### config.mk
export PLATFORM = sky130hd
export DESIGN_NAME = texblk_cache
export DESIGN_NICKNAME = d
export VERILOG_FILES = /design/src/rtl/texblk_pkg.sv /design/src/rtl/tbc_tags.sv /design/src/rtl/tbc_fetch.sv /design/src/rtl/tbc_ahead.sv /design/src/rtl/texblk_cache.sv
export SDC_FILE = /design/constraint.sdc
export NUM_CORES = 1
export LEC_CHECK = 0
export ABC_AREA = 0
export BUFFER_PORTS_ARGS = -buffer_cell sky130_fd_sc_hd__buf_2
export CORE_ASPECT_RATIO = 0.75
export CORE_UTILIZATION = 40
export DETAILED_ROUTE_END_ITERATION = 8
export HOLD_SLACK_MARGIN = 0.05
export PLACE_DENSITY = 0.58
export SLEW_MARGIN = 30
export SYNTH_ARGS = -nofsm -noshare
export SYNTH_HDL_FRONTEND = slang
export SYNTH_HIERARCHICAL = 1
export SYNTH_SLANG_ARGS = --single-unit
### constraint.sdc
create_clock -name clk -period 10.1 [get_ports clk]
set_clock_uncertainty 0.05 [all_clocks]
set_input_delay 3.03 -clock clk [delete_from_list [all_inputs] [get_ports clk]]
set_output_delay 3.03 -clock clk [all_outputs]
set_load 0.02 [all_outputs]
### src/rtl/texblk_pkg.sv
package texblk_pkg;
  localparam int NCELL = 4;
  localparam int SEL_W = 16;
  localparam int NNB   = 3;

  typedef enum logic [2:0] {
    F_IDLE,
    F_REQ0,
    F_WAIT0,
    F_REQ1,
    F_WAIT1
  } fetch_st_e;

  function automatic logic [1:0] cell_of(input logic bu0, input logic bv0);
    return {bv0, bu0};
  endfunction
endpackage

### src/rtl/tbc_tags.sv
module tbc_tags
  import texblk_pkg::*;
#(
  parameter int BC_W  = 8,
  parameter int ENT_W = 64
) (
  input  logic             clk,
  input  logic             rst_n,
  input  logic [BC_W-1:0]  rd_bu,
  input  logic [BC_W-1:0]  rd_bv,
  input  logic [BC_W-1:0]  pr_bu,
  input  logic [BC_W-1:0]  pr_bv,
  input  logic             wr_en,
  input  logic [BC_W-1:0]  wr_bu,
  input  logic [BC_W-1:0]  wr_bv,
  input  logic [ENT_W-1:0] wr_ent,
  output logic             rd_hit,
  output logic [ENT_W-1:0] rd_ent,
  output logic             pr_hit
);
  localparam int TAG_W = 2 * (BC_W - 1);

  logic             valid_q [NCELL];
  logic [TAG_W-1:0] tag_q   [NCELL];
  logic [ENT_W-1:0] ent_q   [NCELL];

  logic [1:0]       wr_cell, rd_cell, pr_cell;
  logic [TAG_W-1:0] wr_tag, rd_tag, pr_tag;

  always_comb begin
    wr_cell = cell_of(wr_bu[0], wr_bv[0]);
    rd_cell = cell_of(rd_bu[0], rd_bv[0]);
    pr_cell = cell_of(pr_bu[0], pr_bv[0]);
    wr_tag  = {wr_bv[BC_W-1:1], wr_bu[BC_W-1:1]};
    rd_tag  = {rd_bv[BC_W-1:1], rd_bu[BC_W-1:1]};
    pr_tag  = {pr_bv[BC_W-1:1], pr_bu[BC_W-1:1]};
    rd_hit  = valid_q[rd_cell] && (tag_q[rd_cell] == rd_tag);
    pr_hit  = valid_q[pr_cell] && (tag_q[pr_cell] == pr_tag);
    rd_ent  = ent_q[rd_cell];
  end

  for (genvar c = 0; c < NCELL; c++) begin : g_cell
    logic we_c;
    assign we_c = wr_en && (wr_cell == 2'(c));

    always_ff @(posedge clk or negedge rst_n) begin
      if (!rst_n)    valid_q[c] <= 1'b0;
      else if (we_c) valid_q[c] <= 1'b1;
    end

    always_ff @(posedge clk) begin
      if (we_c) begin
        tag_q[c] <= wr_tag;
        ent_q[c] <= wr_ent;
      end
    end
  end

  AST_FILL_VISIBLE: assert property (@(posedge clk) disable iff (!rst_n)
    wr_en |=> valid_q[$past(wr_cell)] && tag_q[$past(wr_cell)] == $past(wr_tag));
endmodule

### src/rtl/tbc_fetch.sv
module tbc_fetch
  import texblk_pkg::*;
#(
  parameter int BC_W  = 8,
  parameter int MEM_W = 16,
  parameter int COL_W = 24,
  localparam int IDX_W = MEM_W / 2,
  localparam int ADR_W = 2 * BC_W + 1,
  localparam int ENT_W = 2 * COL_W + SEL_W
) (
  input  logic             clk,
  input  logic             rst_n,
  input  logic             start,
  input  logic [BC_W-1:0]  start_bu,
  input  logic [BC_W-1:0]  start_bv,
  output logic             busy,
  output logic [BC_W-1:0]  cur_bu,
  output logic [BC_W-1:0]  cur_bv,
  output logic             mem_req,
  output logic [ADR_W-1:0] mem_addr,
  input  logic             mem_ack,
  input  logic             mem_rvalid,
  input  logic [MEM_W-1:0] mem_rdata,
  output logic [IDX_W-1:0] pal_idx_a,
  output logic [IDX_W-1:0] pal_idx_b,
  input  logic [COL_W-1:0] pal_col_a,
  input  logic [COL_W-1:0] pal_col_b,
  output logic             fill_en,
  output logic [ENT_W-1:0] fill_ent
);
  fetch_st_e        st_q, st_d;
  logic [BC_W-1:0]  bu_q, bv_q;
  logic [MEM_W-1:0] idx_q;
  logic             blk_en, idx_en;

  always_comb begin
    st_d   = st_q;
    blk_en = 1'b0;
    idx_en = 1'b0;
    unique case (st_q)
      F_IDLE:  if (start) begin st_d = F_REQ0; blk_en = 1'b1; end
      F_REQ0:  if (mem_ack) st_d = F_WAIT0;
      F_WAIT0: if (mem_rvalid) begin st_d = F_REQ1; idx_en = 1'b1; end
      F_REQ1:  if (mem_ack) st_d = F_WAIT1;
      F_WAIT1: if (mem_rvalid) st_d = F_IDLE;
      default: st_d = F_IDLE;
    endcase
  end

  always_ff @(posedge clk or negedge rst_n) begin
    if (!rst_n) st_q <= F_IDLE;
    else        st_q <= st_d;
  end

  always_ff @(posedge clk) begin
    if (blk_en) begin
      bu_q <= start_bu;
      bv_q <= start_bv;
    end
    if (idx_en) idx_q <= mem_rdata;
  end

  always_comb begin
    busy      = (st_q != F_IDLE);
    cur_bu    = bu_q;
    cur_bv    = bv_q;
    mem_req   = (st_q == F_REQ0) || (st_q == F_REQ1);
    mem_addr  = {bv_q, bu_q, (st_q == F_REQ1)};
    pal_idx_a = idx_q[MEM_W-1:IDX_W];
    pal_idx_b = idx_q[IDX_W-1:0];
    fill_en   = (st_q == F_WAIT1) && mem_rvalid;
    fill_ent  = {pal_col_a, pal_col_b, mem_rdata[SEL_W-1:0]};
  end

  AST_REQ_HOLD: assert property (@(posedge clk) disable iff (!rst_n)
    mem_req && !mem_ack |=> mem_req && $stable(mem_addr));
  AST_RVALID_WAIT: assert property (@(posedge clk) disable iff (!rst_n)
    mem_rvalid |-> (st_q == F_WAIT0) || (st_q == F_WAIT1));
  AST_START_IDLE: assert property (@(posedge clk) disable iff (!rst_n)
    start |-> !busy);
endmodule

### src/rtl/tbc_ahead.sv
module tbc_ahead
  import texblk_pkg::*;
#(
  parameter int BC_W = 8
) (
  input  logic            clk,
  input  logic            rst_n,
  input  logic            capture,
  input  logic [BC_W-1:0] cap_bu,
  input  logic [BC_W-1:0] cap_bv,
  input  logic            cap_qu,
  input  logic            cap_qv,
  input  logic            consume,
  output logic            pf_valid,
  output logic [BC_W-1:0] pf_bu,
  output logic [BC_W-1:0] pf_bv
);
  logic [NNB-1:0]  pend_q, pend_d;
  logic [BC_W-1:0] nb_bu_q [NNB];
  logic [BC_W-1:0] nb_bv_q [NNB];
  logic [BC_W-1:0] du, dv;
  logic [1:0]      sel;

  assign du = cap_qu ? BC_W'(1) : {BC_W{1'b1}};
  assign dv = cap_qv ? BC_W'(1) : {BC_W{1'b1}};

  for (genvar k = 0; k < NNB; k++) begin : g_nb
    localparam bit STEP_U = (k != 1);
    localparam bit STEP_V = (k != 0);
    always_ff @(posedge clk) begin
      if (capture) begin
        nb_bu_q[k] <= STEP_U ? cap_bu + du : cap_bu;
        nb_bv_q[k] <= STEP_V ? cap_bv + dv : cap_bv;
      end
    end
  end

  always_comb begin
    sel = 2'd0;
    for (int k = NNB - 1; k >= 0; k--) begin
      if (pend_q[k]) sel = 2'(k);
    end
    pf_valid = |pend_q;
    pf_bu    = nb_bu_q[sel];
    pf_bv    = nb_bv_q[sel];
    pend_d   = pend_q;
    if (capture)      pend_d = '1;
    else if (consume) pend_d[sel] = 1'b0;
  end

  always_ff @(posedge clk or negedge rst_n) begin
    if (!rst_n) pend_q <= '0;
    else        pend_q <= pend_d;
  end

  AST_CONSUME_PENDING: assert property (@(posedge clk) disable iff (!rst_n)
    consume |-> pf_valid);
  AST_QUEUE_BOUND: assert property (@(posedge clk) disable iff (!rst_n)
    !capture && pf_valid |=> $countones(pend_q) <= $countones($past(pend_q)));
endmodule

### src/rtl/texblk_cache.sv
module texblk_cache
  import texblk_pkg::*;
#(
  parameter int BC_W  = 8,
  parameter int MEM_W = 16,
  parameter int COL_W = 24,
  localparam int IDX_W = MEM_W / 2,
  localparam int ADR_W = 2 * BC_W + 1,
  localparam int ENT_W = 2 * COL_W + SEL_W
) (
  input  logic             clk,
  input  logic             rst_n,
  input  logic             lk_valid,
  input  logic [BC_W-1:0]  lk_bu,
  input  logic [BC_W-1:0]  lk_bv,
  input  logic             lk_qu,
  input  logic             lk_qv,
  input  logic             lk_line_chg,
  output logic             lk_ready,
  output logic [ENT_W-1:0] lk_entry,
  output logic             mem_req,
  output logic [ADR_W-1:0] mem_addr,
  input  logic             mem_ack,
  input  logic             mem_rvalid,
  input  logic [MEM_W-1:0] mem_rdata,
  output logic [IDX_W-1:0] pal_idx_a,
  output logic [IDX_W-1:0] pal_idx_b,
  input  logic [COL_W-1:0] pal_col_a,
  input  logic [COL_W-1:0] pal_col_b
);
  logic             rst_s0, rst_q;
  logic             rd_hit, pr_hit;
  logic             busy, fill_en, start;
  logic [BC_W-1:0]  cur_bu, cur_bv, pf_bu, pf_bv, st_bu, st_bv;
  logic [ENT_W-1:0] fill_ent;
  logic             pf_valid, capture, consume, pf_issue, pf_skip, dem_miss;

  always_ff @(posedge clk or negedge rst_n) begin
    if (!rst_n) begin
      rst_s0 <= 1'b0;
      rst_q  <= 1'b0;
    end else begin
      rst_s0 <= 1'b1;
      rst_q  <= rst_s0;
    end
  end

  always_comb begin
    dem_miss = lk_valid && !rd_hit;
    capture  = lk_valid && rd_hit && !lk_line_chg;
    pf_skip  = pf_valid && !lk_line_chg &&
               (pr_hit || (busy && pf_bu == cur_bu && pf_bv == cur_bv));
    pf_issue = pf_valid && !lk_line_chg && !busy && !dem_miss && !pr_hit;
    consume  = pf_skip || pf_issue;
    start    = !busy && (dem_miss || pf_issue);
    st_bu    = dem_miss ? lk_bu : pf_bu;
    st_bv    = dem_miss ? lk_bv : pf_bv;
    lk_ready = rd_hit;
  end

  tbc_tags #(.BC_W(BC_W), .ENT_W(ENT_W)) u_tags (
    .clk(clk), .rst_n(rst_q),
    .rd_bu(lk_bu), .rd_bv(lk_bv),
    .pr_bu(pf_bu), .pr_bv(pf_bv),
    .wr_en(fill_en), .wr_bu(cur_bu), .wr_bv(cur_bv), .wr_ent(fill_ent),
    .rd_hit(rd_hit), .rd_ent(lk_entry), .pr_hit(pr_hit)
  );

  tbc_fetch #(.BC_W(BC_W), .MEM_W(MEM_W), .COL_W(COL_W)) u_fetch (
    .clk(clk), .rst_n(rst_q),
    .start(start), .start_bu(st_bu), .start_bv(st_bv),
    .busy(busy), .cur_bu(cur_bu), .cur_bv(cur_bv),
    .mem_req(mem_req), .mem_addr(mem_addr), .mem_ack(mem_ack),
    .mem_rvalid(mem_rvalid), .mem_rdata(mem_rdata),
    .pal_idx_a(pal_idx_a), .pal_idx_b(pal_idx_b),
    .pal_col_a(pal_col_a), .pal_col_b(pal_col_b),
    .fill_en(fill_en), .fill_ent(fill_ent)
  );

  tbc_ahead #(.BC_W(BC_W)) u_ahead (
    .clk(clk), .rst_n(rst_q),
    .capture(capture), .cap_bu(lk_bu), .cap_bv(lk_bv),
    .cap_qu(lk_qu), .cap_qv(lk_qv), .consume(consume),
    .pf_valid(pf_valid), .pf_bu(pf_bu), .pf_bv(pf_bv)
  );

  AST_MISS_STARTS: assert property (@(posedge clk) disable iff (!rst_q)
    lk_valid && !lk_ready && !busy |=> busy);
  AST_DEMAND_FIRST: assert property (@(posedge clk) disable iff (!rst_q)
    lk_valid && !lk_ready && !busy |=> cur_bu == $past(lk_bu) && cur_bv == $past(lk_bv));
  AST_LINECHG_NO_QUEUE: assert property (@(posedge clk) disable iff (!rst_q)
    lk_line_chg && !pf_valid |=> !pf_valid);
endmodule

==> metrics.csv <==
stage,metric,value,unit
outcome,outcome,"finished, final reports clean",
sta,Hold WS,129,ps
drt,DRT Pass-1 Iters,5,
synth,Netlist cell types,60,
clocking,CTS tree,done,
synth,largest family of logic cells by synthesized area,multiplexers,
pwr,sw frac,22.8,%
synth,syn avg cell area,19.3,um2
sta,Slew @ Worst Pin,947,ps
sta,setup TNS,0,ps
job,max-cap violation count,0,
synth,post-synth top area cell,edfxtp_1,
pwr,power share of the clock group,40.7,%
placed_design,dpl hpwl,21.5,mm
grt,antenna violations before repair,5,
synth,async set or reset register ratio after synthesis,3.09,%
clocking,H-tree depth,2,
setup_path,reg2reg end,u_fetch/cur_bv[3],
pwr,internal power,2.84,mW
sta,final period utilization,88.4,%
clocking,clk sink count,388,
synth,complex-gate fraction of the synthesized area,2.98,%
cells_and_area,layout cell share with drive strength beyond 1,38.7,%
synth,mux contribution to synthesized area,15.1,%
setup_path,register-to-register setup slack,5800,ps
drt,"antenna viol nets, final",0,
setup_path,Setup crit start kind,primary input,
synth,post-synthesis instance total,849,
cells_and_area,count of nets after finishing,1084,
synth,"EDFF count, synth",376,
floorplan,initial core utilization,41.0,%
clocking,Worst-path clk slew,60,ps
synth,Synth area leaders,"edfxtp_1 69%, mux4_2 11%, buf_4 3.8%",
grt,largest net degree at the start of global routing,58,
clocking,Worst-Skew Late Latency,530,ps
drt,initial DRC count,517,
pwr,Cell Pwr Density,197,nW/um2
grt,vias in the first global route,8053,
synth,syn_nets,951,
clocking,TritonCTS Buffers,40,
grt,gr ovfl total,0,
pwr,Logic pwr share,8.5,%
pwr,Seq pwr share,50.8,%
pwr,cell leakage power,6.46,nW
synth,Synth Area in Simple Gates,2.25,%
drt,vias per inst,5.24,
drt,Vias,8044,
drt,final wirelength,34.5,mm
clocking,Resized cells post-CTS,0,
synth,"FF+latch count, synth",388,
synth,top cell type's share of synthesized area,68.9,%
synth,synthesized area,16400,um2
cells_and_area,Area Growth Syn to Fin,14.1,%
grt,gr usage total,16.7,%
sta,Final setup violation count,0,
drt,drt drc,0,
setup_path,Critical Path End Type,output port,
pwr,switching power,0.837,mW
synth,Syn. warnings,6,
synth,Adder-Cell Fraction of Synth Area,1.16,%
sta,Max-slew headroom,36.9,%
grt,first-pass GRT wire length,51.6,mm
drt,DR WL/cell,22.5,um
sta,setup ws final,1170,ps
placed_design,gp weighted congestion,0.815,
placed_design,Setup WS pre-CTS,1070,ps
floorplan,FP Rows,63,
floorplan,Die Wd,236,um
synth,Main synth FF type,edfxtp_1,
placed_design,port buffer count,186,
sta,RSZ-0062 raised after global routing,false,
cells_and_area,Util after Layout,46.8,%
sta,Final Max Tran Viols,0,
setup_path,crit-path max FO,57,
setup_path,Worst Path Arrival,5850,ps
sta,fin crit period,8930,ps
floorplan,Die Area,41800,um2
floorplan,Core ar.,40000,um2
clocking,"Hold-fix buffers, CTS",0,
clocking,root buffer cell,clkbuf_16,
sta,Max Fclk,112,MHz
setup_path,Crit Reg-Reg Startpoint,u_ahead/pend_q[1],
setup_path,WP data required,7020,ps
setup_path,kind of critical path,in -> out,
setup_path,R2R cell count,12,
pwr,maximum VDD drop,0.000135,V
sta,"Hold Violations, Final",0,
clocking,Bufs on Longest Clock Path,3,
floorplan,Die H,177,um
synth,XOR/XNOR Fraction of Synth Area,2.83,%
floorplan,IO Pins,187,
synth,most instantiated library cell after synthesis,edfxtp_1,
hold_path,min-delay worst type,reg -> async,
synth,sequential fraction of the synthesis area,70.7,%
synth,Commonest cells post-synth,"376 x edfxtp_1, 83 x buf_4, 79 x mux4_2, 31 x xor2_1, 28 x mux2i_1",
clocking,# Post-CTS Setup Buffers,0,
[power by group through the flow]
stage | clock network (mW) | registers [mW] | logic, mW
after floorplan | 0 | 1.90 | 0.229
after global placement | 0 | 1.90 | 0.314
after detailed placement | 0 | 1.90 | 0.316
after CTS | 1.54 | 1.87 | 0.318
after global routing | 1.59 | 1.88 | 0.339
final | 1.50 | 1.87 | 0.314
[final cells by class]
class / count / area, um2
multi-input cells: 342 / 4030
inverters: 12 / 45.0
repair buffers: 198 / 1050
well taps: 520 / 651
clock inverters: 25 / 267
clock buffers: 46 / 1070
flip-flops and latches: 388 / 11600
diodes: 3 / 7.51
fillers: 3363 / 21300
[cells in the final DEF, fill, tap and decap left out, types with 12 or more instances in the layout]
| cell type | n |
|---|---|
| edfxtp_1 | 376 |
| buf_2 | 184 |
| mux4_2 | 79 |
| clkbuf_16 | 42 |
| xor2_1 | 31 |
| mux2i_1 | 28 |
| mux2_2 | 22 |
| xnor2_1 | 22 |
| a21oi_1 | 19 |
| inv_1 | 12 |
| o21ai_0 | 12 |
| nand2_1 | 12 |
| buf_4 | 12 |
| dfrtp_1 | 12 |
| ha_1 | 12 |
[cells by family after synthesis]
kind of cell / after synthesis
flops: 388
compound gates: 69
fa+ha+maj: 14
buf+inv: 119
xor+xnor: 53
mux: 141
simple gates: 64
other cells: 1
[routing by layer]
metal	up-vias	GRT usage [%]	part of all wire, %
met3	51	4.62	7.0
met4	4	4.28	1.8
met1	4175	24.9	48
li1	3590	-	-
met2	224	24.0	43
met5	-	0	0.075
[stage by stage]
step / total power [mW] / cell area [um2] / cells
2_1_floorplan: 2.13 / 16400 / 849
3_3_place_gp: 2.21 / 17300 / 1459
3_5_place_dp: 2.22 / 17400 / 1460
4_1_cts: 3.73 / 18700 / 1531
5_1_grt: 3.81 / 18700 / 1532
6_report: 3.68 / 18700 / 1534
[registers in the layout (all words and copies together) (netlist names)]
name and count:
u_ahead/nb_bu_q 16, u_tags/tag_q 56, u_tags/ent_q 256, u_fetch/cur_bu 8, u_tags/valid_q 4, u_ahead/nb_bv_q 16
rst_s0 1, u_fetch/st_q 3, u_fetch/idx_q 16, u_ahead/pend_q 3, u_fetch/cur_bv 8, rst_q 1
[critical path, stage by stage]
cell and delay [ps]:
buf_6 600, mux4_2 600, xor2_1 160, nor4_2 270
nand4_1 210, a2111oi_2 660, buf_2 280
[how the worst max path moves through the flow]
stage,cells past startpoint,to,startpoint
detailed placement,7,lk_ready,lk_bu[0]
global placement,7,lk_ready,lk_bu[0]
CTS,7,lk_ready,lk_bu[0]
finish,7,lk_ready,lk_bu[0]
global route,7,lk_ready,lk_bu[0]
floorplan,3,u_tags/valid_q[3],mem_rvalid
Power figures use the tool's default switching activity.
